===== config.mk =====
export PLATFORM = sky130hd
export DESIGN_NAME = hdlc_rx_len_check
export DESIGN_NICKNAME = d
export VERILOG_FILES = /design/src/rtl/hdlc_len_pkg.sv /design/src/rtl/hdlc_len_cfg.sv /design/src/rtl/hdlc_len_cnt.sv /design/src/rtl/hdlc_len_fsm.sv /design/src/rtl/hdlc_rx_len_check.sv
export SDC_FILE = /design/constraint.sdc
export NUM_CORES = 1
export LEC_CHECK = 0
export ABC_AREA = 0
export BUFFER_PORTS_ARGS = -buffer_cell sky130_fd_sc_hd__buf_2
export CAP_MARGIN = 20
export CELL_PAD_IN_SITES_DETAIL_PLACEMENT = 1
export CELL_PAD_IN_SITES_GLOBAL_PLACEMENT = 1
export CORE_MARGIN = 2
export CORE_UTILIZATION = 41
export DETAILED_ROUTE_END_ITERATION = 16
export MAX_ROUTING_LAYER = met4
export PLACE_DENSITY = 0.87
export RECOVER_POWER = 100
export REMOVE_ABC_BUFFERS = 1
export SYNTH_ARGS = -nofsm -noshare
export SYNTH_HDL_FRONTEND = slang
export SYNTH_SLANG_ARGS = --single-unit

===== constraint.sdc =====
create_clock -name clk -period 2.51 [get_ports clk]
set_input_delay 0.3765 -clock clk [delete_from_list [all_inputs] [get_ports clk]]
set_output_delay 0.3765 -clock clk [all_outputs]
set_load 0.03 [all_outputs]

===== src/rtl/hdlc_len_pkg.sv =====
package hdlc_len_pkg;
    localparam int BYTE_W    = 8;
    localparam int LIM_W     = 11;
    localparam int UNIT_LOG2 = 5;
    // one extra bit so the largest limit (2^(LIM_W+UNIT_LOG2)) fits unwrapped
    localparam int CNT_W     = LIM_W + UNIT_LOG2 + 1;
    localparam int ABT_BIT   = 5;

    typedef logic [BYTE_W-1:0] byte_t;
    typedef logic [LIM_W-1:0]  lim_t;
    typedef logic [CNT_W-1:0]  cnt_t;

    typedef struct packed {
        logic act;
        logic irq_en;
        cnt_t limit;
    } cfg_t;

    typedef enum logic [1:0] {
        ST_RUN  = 2'd0,
        ST_OVF  = 2'd1,
        ST_DROP = 2'd2
    } st_e;

    typedef struct packed {
        logic  vld;
        logic  is_sta;
        logic  eom;
        byte_t dat;
    } obyte_t;

    function automatic cnt_t limit_bytes(input lim_t code);
        cnt_t units;
        units = cnt_t'(code) + cnt_t'(1);
        return units << UNIT_LOG2;
    endfunction

    function automatic byte_t mark_abort(input byte_t s);
        byte_t r;
        r = s;
        r[ABT_BIT] = 1'b1;
        return r;
    endfunction
endpackage


===== src/rtl/hdlc_len_cfg.sv =====
module hdlc_len_cfg
    import hdlc_len_pkg::*;
(
    input  logic clk,
    input  logic rst,
    input  logic sof,
    input  logic hdlc_mode,
    input  logic chk_en,
    input  logic irq_en,
    input  lim_t lim_field,
    output cfg_t cfg
);
    // configuration is captured once per frame, at its start
    always_ff @(posedge clk) begin
        if (rst) begin
            cfg <= '{act: 1'b0, irq_en: 1'b0, limit: limit_bytes(lim_t'(0))};
        end else if (sof) begin
            cfg <= '{act: chk_en & hdlc_mode, irq_en: irq_en, limit: limit_bytes(lim_field)};
        end
    end

    AST_CFG_HOLD: assert property (@(posedge clk) disable iff (rst)
        !sof |=> $stable(cfg));
endmodule


===== src/rtl/hdlc_len_cnt.sv =====
module hdlc_len_cnt
    import hdlc_len_pkg::*;
(
    input  logic clk,
    input  logic rst,
    input  logic clr,
    input  logic inc,
    input  cnt_t limit,
    output logic at_lim
);
    cnt_t cnt_q;

    always_ff @(posedge clk) begin
        if (rst || clr) begin
            cnt_q <= '0;
        end else if (inc) begin
            cnt_q <= cnt_q + cnt_t'(1);
        end
    end

    assign at_lim = (cnt_q == limit);

    AST_CNT_NO_WRAP: assert property (@(posedge clk) disable iff (rst)
        (inc && !clr) |=> (cnt_q != '0));
    AST_INC_BELOW_LIM: assert property (@(posedge clk) disable iff (rst)
        inc |-> !at_lim);
endmodule


===== src/rtl/hdlc_len_fsm.sv =====
module hdlc_len_fsm
    import hdlc_len_pkg::*;
(
    input  logic   clk,
    input  logic   rst,
    input  logic   act,
    input  logic   irq_en,
    input  logic   at_lim,
    input  logic   sof,
    input  logic   byte_vld,
    input  byte_t  byte_dat,
    input  logic   end_ok,
    input  logic   end_abt,
    input  byte_t  end_sta,
    output logic   inc,
    output obyte_t ob,
    output logic   ovf
);
    st_e    st_q, st_n;
    obyte_t ob_q, ob_n;
    logic   ovf_q, ovf_n;
    byte_t  hold_q, hold_n;
    logic   seen_q, seen_n;

    logic   ev_end;
    byte_t  sta_in;
    logic   hit;

    assign ev_end = end_ok | end_abt;
    assign sta_in = end_abt ? mark_abort(end_sta) : end_sta;
    // a byte (data or status) that would push the count past the limit
    assign hit    = act & at_lim & (byte_vld | ev_end);

    always_comb begin
        st_n   = st_q;
        ob_n   = '0;
        ovf_n  = 1'b0;
        hold_n = hold_q;
        seen_n = seen_q;
        inc    = 1'b0;
        case (st_q)
            ST_RUN: begin
                if (hit) begin
                    st_n   = ST_OVF;
                    ovf_n  = irq_en;
                    hold_n = byte_vld ? byte_t'(0) : sta_in;
                    seen_n = ev_end & ~byte_vld;
                end else if (byte_vld) begin
                    ob_n = '{vld: 1'b1, is_sta: 1'b0, eom: 1'b0, dat: byte_dat};
                    inc  = act;
                end else if (ev_end) begin
                    ob_n = '{vld: 1'b1, is_sta: 1'b1, eom: 1'b1, dat: sta_in};
                    inc  = act;
                end
            end
            ST_OVF: begin
                ob_n = '{vld: 1'b1, is_sta: 1'b1, eom: 1'b1, dat: mark_abort(hold_q)};
                st_n = (seen_q || ev_end) ? ST_RUN : ST_DROP;
            end
            ST_DROP: begin
                if (ev_end || sof) begin
                    st_n = ST_RUN;
                end
            end
            default: st_n = ST_RUN;
        endcase
    end

    always_ff @(posedge clk) begin
        if (rst) begin
            st_q   <= ST_RUN;
            ob_q   <= '0;
            ovf_q  <= 1'b0;
            hold_q <= '0;
            seen_q <= 1'b0;
        end else begin
            st_q   <= st_n;
            ob_q   <= ob_n;
            ovf_q  <= ovf_n;
            hold_q <= hold_n;
            seen_q <= seen_n;
        end
    end

    assign ob  = ob_q;
    assign ovf = ovf_q;

    AST_EOM_IS_STA: assert property (@(posedge clk) disable iff (rst)
        ob_q.eom |-> (ob_q.vld && ob_q.is_sta));
    AST_OVF_THEN_EOM: assert property (@(posedge clk) disable iff (rst)
        ovf_q |=> (ob_q.eom && ob_q.dat[ABT_BIT]));
    AST_OVF_PULSE: assert property (@(posedge clk) disable iff (rst)
        ovf_q |=> !ovf_q);
    AST_OVF_NOT_WITH_EOM: assert property (@(posedge clk) disable iff (rst)
        !(ovf_q && ob_q.eom));
    AST_DROP_QUIET: assert property (@(posedge clk) disable iff (rst)
        (st_q == ST_DROP) |=> !ob_q.vld);
    AST_IRQ_GATED: assert property (@(posedge clk) disable iff (rst)
        ovf_q |-> (irq_en && act));
endmodule


===== src/rtl/hdlc_rx_len_check.sv =====
module hdlc_rx_len_check
    import hdlc_len_pkg::*;
(
    input  logic              clk,
    input  logic              rst,
    input  logic              hdlc_mode,
    input  logic              chk_en,
    input  logic              ovf_ie,
    input  logic [LIM_W-1:0]  lim_field,
    input  logic              rx_sof,
    input  logic              rx_vld,
    input  logic [BYTE_W-1:0] rx_dat,
    input  logic              rx_end,
    input  logic              rx_abt,
    input  logic [BYTE_W-1:0] rx_sta,
    output logic              fifo_vld,
    output logic [BYTE_W-1:0] fifo_dat,
    output logic              fifo_sta,
    output logic              eom,
    output logic              ovf_irq
);
    cfg_t   cfg;
    logic   at_lim;
    logic   inc;
    obyte_t ob;

    hdlc_len_cfg u_cfg (
        .clk       (clk),
        .rst       (rst),
        .sof       (rx_sof),
        .hdlc_mode (hdlc_mode),
        .chk_en    (chk_en),
        .irq_en    (ovf_ie),
        .lim_field (lim_field),
        .cfg       (cfg)
    );

    hdlc_len_cnt u_cnt (
        .clk    (clk),
        .rst    (rst),
        .clr    (rx_sof),
        .inc    (inc),
        .limit  (cfg.limit),
        .at_lim (at_lim)
    );

    hdlc_len_fsm u_fsm (
        .clk      (clk),
        .rst      (rst),
        .act      (cfg.act),
        .irq_en   (cfg.irq_en),
        .at_lim   (at_lim),
        .sof      (rx_sof),
        .byte_vld (rx_vld),
        .byte_dat (rx_dat),
        .end_ok   (rx_end),
        .end_abt  (rx_abt),
        .end_sta  (rx_sta),
        .inc      (inc),
        .ob       (ob),
        .ovf      (ovf_irq)
    );

    assign fifo_vld = ob.vld;
    assign fifo_dat = ob.dat;
    assign fifo_sta = ob.is_sta;
    assign eom      = ob.eom;

    AST_CHECK_OFF_QUIET: assert property (@(posedge clk) disable iff (rst)
        !cfg.act |-> !ovf_irq);
endmodule


Yosys cells after proc, flatten, opt, wreduce, memory -nomap -nowiden
Index checks and enable logic that the tools add are counted.
{"block": "op_classes", "mux": 14, "n_reduce_logical": 7, "bitwise": 9, "n_eq_ne": 5, "n_addsub": 2}
{"operator": "11-bit 2-to-1 mux", "count": 3}
{"operator": "11-bit case mux with 2 select lines", "count": 1}
{"operator": "17-bit by 1-bit adder with 17-bit output, second input constant", "count": 1}
{"operator": "17-bit equality test", "count": 1}
{"operator": "11-bit by 1-bit adder with 12-bit output, second input constant", "count": 1}
{"operator": "8-bit 2-to-1 mux", "count": 1}
{"operator": "2-bit 2-to-1 mux", "count": 3}
{"operator": "6-bit 2-to-1 mux", "count": 1}
{"operator": "2-bit case mux with 3 select lines", "count": 1}
{"operator": "1-bit bitwise AND", "count": 4}
{"operator": "1-bit 2-to-1 mux", "count": 4}
{"operator": "2-bit by 1-bit inequality test with 1-bit output, second input constant", "count": 2}
{"operator": "2-bit AND reduction", "count": 2}
{"operator": "1-bit logical OR", "count": 3}
{"operator": "1-bit NOT", "count": 3}
{"operator": "3-bit OR reduction", "count": 1}
{"operator": "2-bit by 1-bit equality test with 1-bit output, second input constant", "count": 1}
{"operator": "2-bit equality test, second input constant", "count": 1}
{"operator": "2-bit logical NOT", "count": 1}
{"operator": "1-bit bitwise OR", "count": 2}
{"block": "word_totals", "word_cells": 49, "in_bits": 36, "reg_bits": 54}

Depth between registers and ports, before layout
Gate-level depths: netlist (run 1).
{"block": "depth", "ltp_word": 5, "depth_mapped": 8, "depth_no_buf": 7}

Modules after synthesis
From an unflattened synthesis (run 1), not the netlist that was laid out.
{"block": "unflattened", "cells_unflattened": 299, "area_unflattened_um2": 2585.0}
{"module": "hdlc_len_cnt", "area_each_um2": 954.7, "instances": 1, "cells_each": 109, "seq_area_each_um2": 340.3}
{"module": "hdlc_len_fsm", "area_each_um2": 934.6, "instances": 1, "cells_each": 109, "seq_area_each_um2": 420.4}
{"module": "hdlc_len_cfg", "area_each_um2": 695.7, "instances": 1, "cells_each": 81, "seq_area_each_um2": 280.3}

Least setup slack after synthesis (run 1)
No wires, ideal clock.
{"block": "synth_timing", "kind": "register -> register", "startpoint": "reg u_cnt.cnt_q[0]", "endpoint": "reg u_fsm.ob_q (netlist bit u_fsm.ob[6])", "required_time_ns": 2.388, "synth_period_minus_slack_ns": 1.952, "stages_incl_launch_ff": 8, "arrival_ns": 1.830, "slack_ns": 0.558, "cell_sequence": "dfxtp_1 -> inv_1 -> ha_1 -> nor4b_4 -> nand4_2 -> or4_4 -> nor3b_4 -> a221o_1"}
{"block": "synth_via", "elab_chain_len": 5}
{"element": "from (decl)", "line_no": "hdlc_len_cnt.sv:11", "rtl": "cnt_t cnt_q;"}
{"element": "from (signal assigned)", "line_no": "hdlc_len_cnt.sv:17", "rtl": "cnt_q <= cnt_q + cnt_t'(1);"}
{"element": "17-bit equality test", "line_no": "hdlc_len_cnt.sv:21", "rtl": "assign at_lim = (cnt_q == limit);"}
{"element": "1-bit bitwise AND (2 in series)", "line_no": "hdlc_len_fsm.sv:32", "rtl": "assign hit = act & at_lim & (byte_vld | ev_end);"}
{"element": "11-bit 2-to-1 mux", "line_no": "hdlc_len_fsm.sv:43", "rtl": "if (hit) begin"}
{"element": "11-bit case mux with 2 select lines", "line_no": "hdlc_len_fsm.sv:41", "rtl": "case (st_q)"}
{"element": "to (signal assigned)", "line_no": "hdlc_len_fsm.sv:78", "rtl": "ob_q <= ob_n;"}
{"element": "to (decl)", "line_no": "hdlc_len_fsm.sv:20", "rtl": "obyte_t ob_q, ob_n;"}
No other way between the ends.
A chain may end at the register's enable or synchronous reset.

Worst setup path in the final report (run 1)
Same ends and word-level chain as after synthesis.

==> impl_metrics.ini, run 1 <==
[clock_network]
numCtsBuffers = 5
cts-root-buf = clkbuf_8
htree_levels = 2
clock_path_buffers = 2
clock_latency_ns = 0.32
hold_buffers = 0
clock-sinks = 52
clkTransAtPathRegs_ns = 0.09
post_cts_buffers = 0
cts_tree = done
post_cts_resize_count = 0

[finish]
drive_above_1_share_pct = 16.8
area_growth_pct = 15.0
final-seq-area_um2 = 1040
multi_input_area_um2 = 1360
finalNetCount = 372
fillers = 741
postLayoutCellArea_um2 = 2890
n_antenna_cell = 0

[setup_path]
end_kind = register
worstSetupPathType = register to register
critical_path.max_stage_delay_ns = 0.57
cp-start-kind = register
path_cells = inv_1 -> ha_1 -> nor4b_4 -> nand4_1 -> or4_1 -> nor3b_4 -> a221o_1
cp.required_ns = 2.72
reg2reg_setup_slack_ns = 0.33
arrival_ns = 2.39
crit_slowest_cell = or4_1
cp_max_fo = 7

[logic_synthesis]
synth_commonest_cells = 52 x dfxtp_1, 33 x nor2_1, 26 x nand3_1
yosys_warnings = 0
ys.flop_type = dfxtp_1
synth.top_cell.area_share_pct = 41.5
synth.area.top_cells = dfxtp_1 41%, xor2_1 6.3%, xnor2_1 5.6%, nand3_1 5.2%, nor2_1 4.9%
synth_top_family_by_area = simple AND/OR/NAND/NOR gates
avgSynthCellArea_um2 = 8.65
postSynthCellCount = 290
synth_edf_count = 0
synth_mux_area_share_pct = 0.798
netlist_area_um2 = 2510
synth_seq_cells = 52
synthArstFlopShare_pct = 0
synth-compound-area-share_pct = 12.6
synth-xor-area-share_pct = 11.9
synthSimpleGateAreaFrac_pct = 27.8
ys_types = 41
synth_fa_ha_area_share_pct = 1.50
yosys.area.top_type = dfxtp_1
synth.most_common_cell = dfxtp_1
yosysSeqAreaShare_pct = 41.5

[sta]
finClkSkew_ns = 0.00664
fmax_ghz = 0.459
grt_setup_unrepaired = no
holdWs_ns = 0.278
setup-violations-final = 0
hold_violations = 0
fin_crit_sh_pct = 86.9
worstMarginPinSlew_ns = 1.14
slew_headroom_pct = 23.8
tns_ns = 0
fin_crit_ns = 2.18
final_max_slew_viol_count = 0

[detailed_routing]
drtIter0Drc = 131
first_pass_iters = 4
wirelength_um = 6620
ant_nets = 0
dr_total_vias = 2248
routedWlPerCell_um = 16.2
drc = 0
via_per_inst = 5.50

[pwr]
finalPower_mw = 1.63
power.leakage_nw = 1.07
ir_worst_vdd_mv = 0.352
power_density_nw_per_um2 = 566

[placed_design]
placed_area_um2 = 2800
routabilityCongestion = 0.771
place_hpwl_um = 5120
io_buffers = 47

[outcome]
outcome = completed

[floorplanning]
pin_count = 48
start_util_pct = 42.4
die_h_um = 82.2
die_area_um2 = 6760
rows = 28
die_w_um = 82.2
core-area_um2 = 5920

[worst_hold_path]
worstHoldPathType = input pin to register

[grt]
grt-ovfl-total = 0
track_usage_pct = 21.6
first_global_vias = 2296
antenna_found_initial = 0
grt_max_degree = 29
grt_pass1_wl_um = 10800

[job]
maxCapViolCount = 0
[layer usage]
metal / wire length, um / global-route usage [%]
met1: 2760 / 24.4
met2: 3540 / 37.8
met3: 197 / 3.80
met4: 121 / 8.33
met5: 0 / -
[state kept, by name (all words and copies together), names as in the netlist]
signal / count
u_fsm.hold_q: 7
u_cfg.cfg: 14
u_fsm.ovf: 1
u_fsm.seen_q: 1
u_fsm.ob: 10
u_fsm.st_q: 2
u_cnt.cnt_q: 17
[path summary, 6_finish.rpt]
| kind | start | to | cells after the start |
|---|---|---|---|
| min | rx_dat[7] | u_fsm.ob[7] | 2 |
| max | u_cnt.cnt_q[0] | u_fsm.ob[6] | 7 |
| min reg2reg | u_fsm.hold_q[4] | u_fsm.hold_q[4] | 2 |
| max reg2reg | u_cnt.cnt_q[0] | u_fsm.ob[6] | 7 |
[final cells by class]
type,count,share of cell area [%]
tap,75,3.25
timing repair buffer,53,9.15
multi-input combinational,216,47.1
sequential,52,36.1
clock buffer,6,2.52
inverter,5,0.650
clock inverter,2,1.21
[stage by stage]
stage / utilization, % / setup slack [ns] / cells
2_1_floorplan: - / 0.420 / 273
6_report: 48.7 / 0.330 / 409
3_5_place_dp: 47.4 / 0.397 / 401
3_3_place_gp: 47.4 / 0.448 / 401
4_1_cts: 49.2 / 0.379 / 409
5_1_grt: 48.7 / 0.208 / 409
[power by group]
part	internal [mW]	leakage (nW)	total, mW	switching [mW]
logic	0.0731	0.592	0.192	0.119
registers	0.850	0.424	0.864	0.0140
clock network	0.296	0.0552	0.576	0.280
[placed cells by master (no fill, tap or decap), types with 2 or more instances in the layout]
cell type	count
dfxtp_1	52
buf_2	34
nor2_1	33
nand3_1	26
xor2_1	18
a21oi_1	17
xnor2_1	16
nand2_1	14
o21ai_0	14
clkbuf_1	14
nand4_1	10
a211oi_1	9
and3_1	9
a221o_1	7
nor2b_1	6
buf_4	6
inv_1	5
nor3_1	5
clkbuf_8	5
nor4_1	4
nand2b_1	3
ha_1	3
or2_2	2
or3_1	2
or4_1	2
mux2i_1	2
[logic make-up after synthesis]
group           after synthesis
simple gates                127
flops                        52
compound gates               50
xor+xnor                     34
buf+inv                      22
fa+ha+maj                     3
mux                           2
[critical path: cells and delay by family, from the launching register on]
kind,cells,cell delay (ns)
buffers and inverters,1,0.08
AOI/OAI and AO/OA,1,0.34
DFF,1,0.35
adders and majority gates,1,0.14
and+or+nand+nor,4,1.16
Note: power is estimated with default switching activity, not from simulation.
==> run 2: changes to the inputs <==
CORE_UTILIZATION = 43   (was 41)
CTS_BUF_LIST = sky130_fd_sc_hd__clkbuf_2   (was not set)
PLACE_DENSITY = not set   (was 0.87)
PLACE_DENSITY_LB_ADDON = 0.2   (was not set)
==> impl_metrics.ini, run 2 (same netlist as run 1, synthesis figures left out) <==
[setup_path]
crit_end = u_fsm.ob[7]
end_kind = register
worstSetupPathType = register to register
cp.required_ns = 2.92
arrival_ns = 2.66
r2r_end = u_fsm.ob[7]
cp_max_fo = 7
reg2reg_depth = 7
reg2reg_setup_slack_ns = 0.26
timing.rr.start = u_cnt.cnt_q[0]
cp-start-kind = register
crit_start = u_cnt.cnt_q[0]

[finish]
final_cell_mix = 52 x dfxtp_1, 33 x nor2_1, 33 x buf_2
largest_reg_flops = 17
final-seq-area_um2 = 1040
finalNetCount = 377
multi_input_area_um2 = 1360
fillers = 716
fin_cells = 411
drive_above_1_share_pct = 16.8
area_growth_pct = 13.9
postLayoutCellArea_um2 = 2860
n_antenna_cell = 0
final_common_cell = dfxtp_1
largest-register = u_cnt.cnt_q

[clock_network]
hold_buffers = 0
clkTransAtPathRegs_ns = 0.29
clock-sinks = 52
numCtsBuffers = 5
post_cts_buffers = 0
clock_latency_ns = 0.47
htree_levels = 2
cts_tree = done
clock_path_buffers = 2
post_cts_resize_count = 0
cts-root-buf = clkbuf_2

[detailed_routing]
dr_total_vias = 2254
top_layer = met4
first_pass_iters = 4
met1Wirelength_um = 3020
wl_met3_um = 196
wl_met2_um = 3020
wirelength_um = 6310
via_per_inst = 5.48
drc = 0
routedWlPerCell_um = 15.4
drtIter0Drc = 77
ant_nets = 0

[worst_hold_path]
worstHoldPathType = input pin to register

[floorplanning]
die_h_um = 80.4
die_area_um2 = 6460
rows = 27
die_w_um = 80.4
pin_count = 48
core-area_um2 = 5570
start_util_pct = 45.0

[grt]
track_usage_pct = 21.7
grt-ovfl-total = 0
first_global_vias = 2244
grt_pass1_wl_um = 10700
grt_max_degree = 29
antenna_found_initial = 0

[pwr]
power_frac_comb_pct = 12.8
ir_worst_vdd_mv = 0.261
p_int_mw = 1.10
power_density_nw_per_um2 = 526
switching_share_pct = 27.2
p_clk_share_pct = 29.5
power.leakage_nw = 1.06
p_seq_share_pct = 57.6
power.switching_uw = 409

[sta]
fin_crit_sh_pct = 89.8
grt_setup_unrepaired = no
final_max_slew_viol_count = 0
worstMarginPinSlew_ns = 0.978
fmax_ghz = 0.444
setup-violations-final = 0
finClkSkew_ns = 0.0373
slew_headroom_pct = 34.4
tns_ns = 0
fin_crit_ns = 2.25
hold_violations = 0

[placed_design]
placed_area_um2 = 2830
routabilityCongestion = 0.750
io_buffers = 47
dp_cells = 402
place_hpwl_um = 4860

[job]
maxCapViolCount = 0

[outcome]
outcome = completed
run 2: cell count changes in the layout (fill, tap and decap cells not counted), sizes merged:
cell,change
buf,-1
clkbuf,+5
clkinvlp,+1
run 2: final cells by class:
class | instances | share of cell area (%)
clock buffer | 5 | 0.875
clock inverter | 3 | 1.49
inverter | 5 | 0.656
multi-input combinational | 216 | 47.6
sequential | 52 | 36.4
tap | 72 | 3.15
timing repair buffer | 58 | 9.85
run 2: power groups by stage:
stage	Sequential [mW]	Clock [mW]	Combinational, mW
finish	0.867	0.444	0.193
global placement	0.882	0	0.195
detailed placement	0.882	0	0.199
CTS	0.867	0.456	0.200
global route	0.872	0.482	0.215
floorplan	0.904	0	0.0868
run 2: worst min-delay path by stage:
stage	start	to	slack (ns)	cells after the start
after floorplan	u_cfg.cfg[17]	u_fsm.ovf	0.43	1
after global placement	u_cfg.cfg[17]	u_fsm.ovf	0.45	1
after detailed placement	u_cfg.cfg[17]	u_fsm.ovf	0.45	1
after CTS	rx_abt	u_fsm.st_q[1]	0.08	2
after global routing	rx_dat[1]	u_fsm.ob[1]	0.07	2
final	rx_dat[1]	u_fsm.ob[1]	0.10	2
run 2: layer usage:
layer	vias to the layer above	GRT usage, %
met5	-	-
met3	6	3.82
met1	1091	27.6
met4	0	5.76
li1	1117	-
met2	40	35.8
run 2: critical path, stage by stage, from the launching register on:
cell,delay [ns]
dfxtp_1,0.41
inv_1,0.09
ha_1,0.15
nor4b_4,0.24
nand4_2,0.13
or4_1,0.61
nor3b_4,0.24
a221o_1,0.32
run 2: through the flow:
| step | setup WS [ns] | utilization (%) | total power, mW | hold WS [ns] |
|---|---|---|---|---|
| after floorplan | 0.420 | - | 0.990 | 0.429 |
| after global placement | 0.352 | 50.8 | 1.08 | 0.450 |
| after detailed placement | 0.333 | 50.8 | 1.08 | 0.451 |
| after CTS | 0.273 | 52.0 | 1.52 | 0.0781 |
| after global routing | 0.0964 | 51.3 | 1.57 | 0.0720 |
| final | 0.256 | 51.3 | 1.50 | 0.100 |
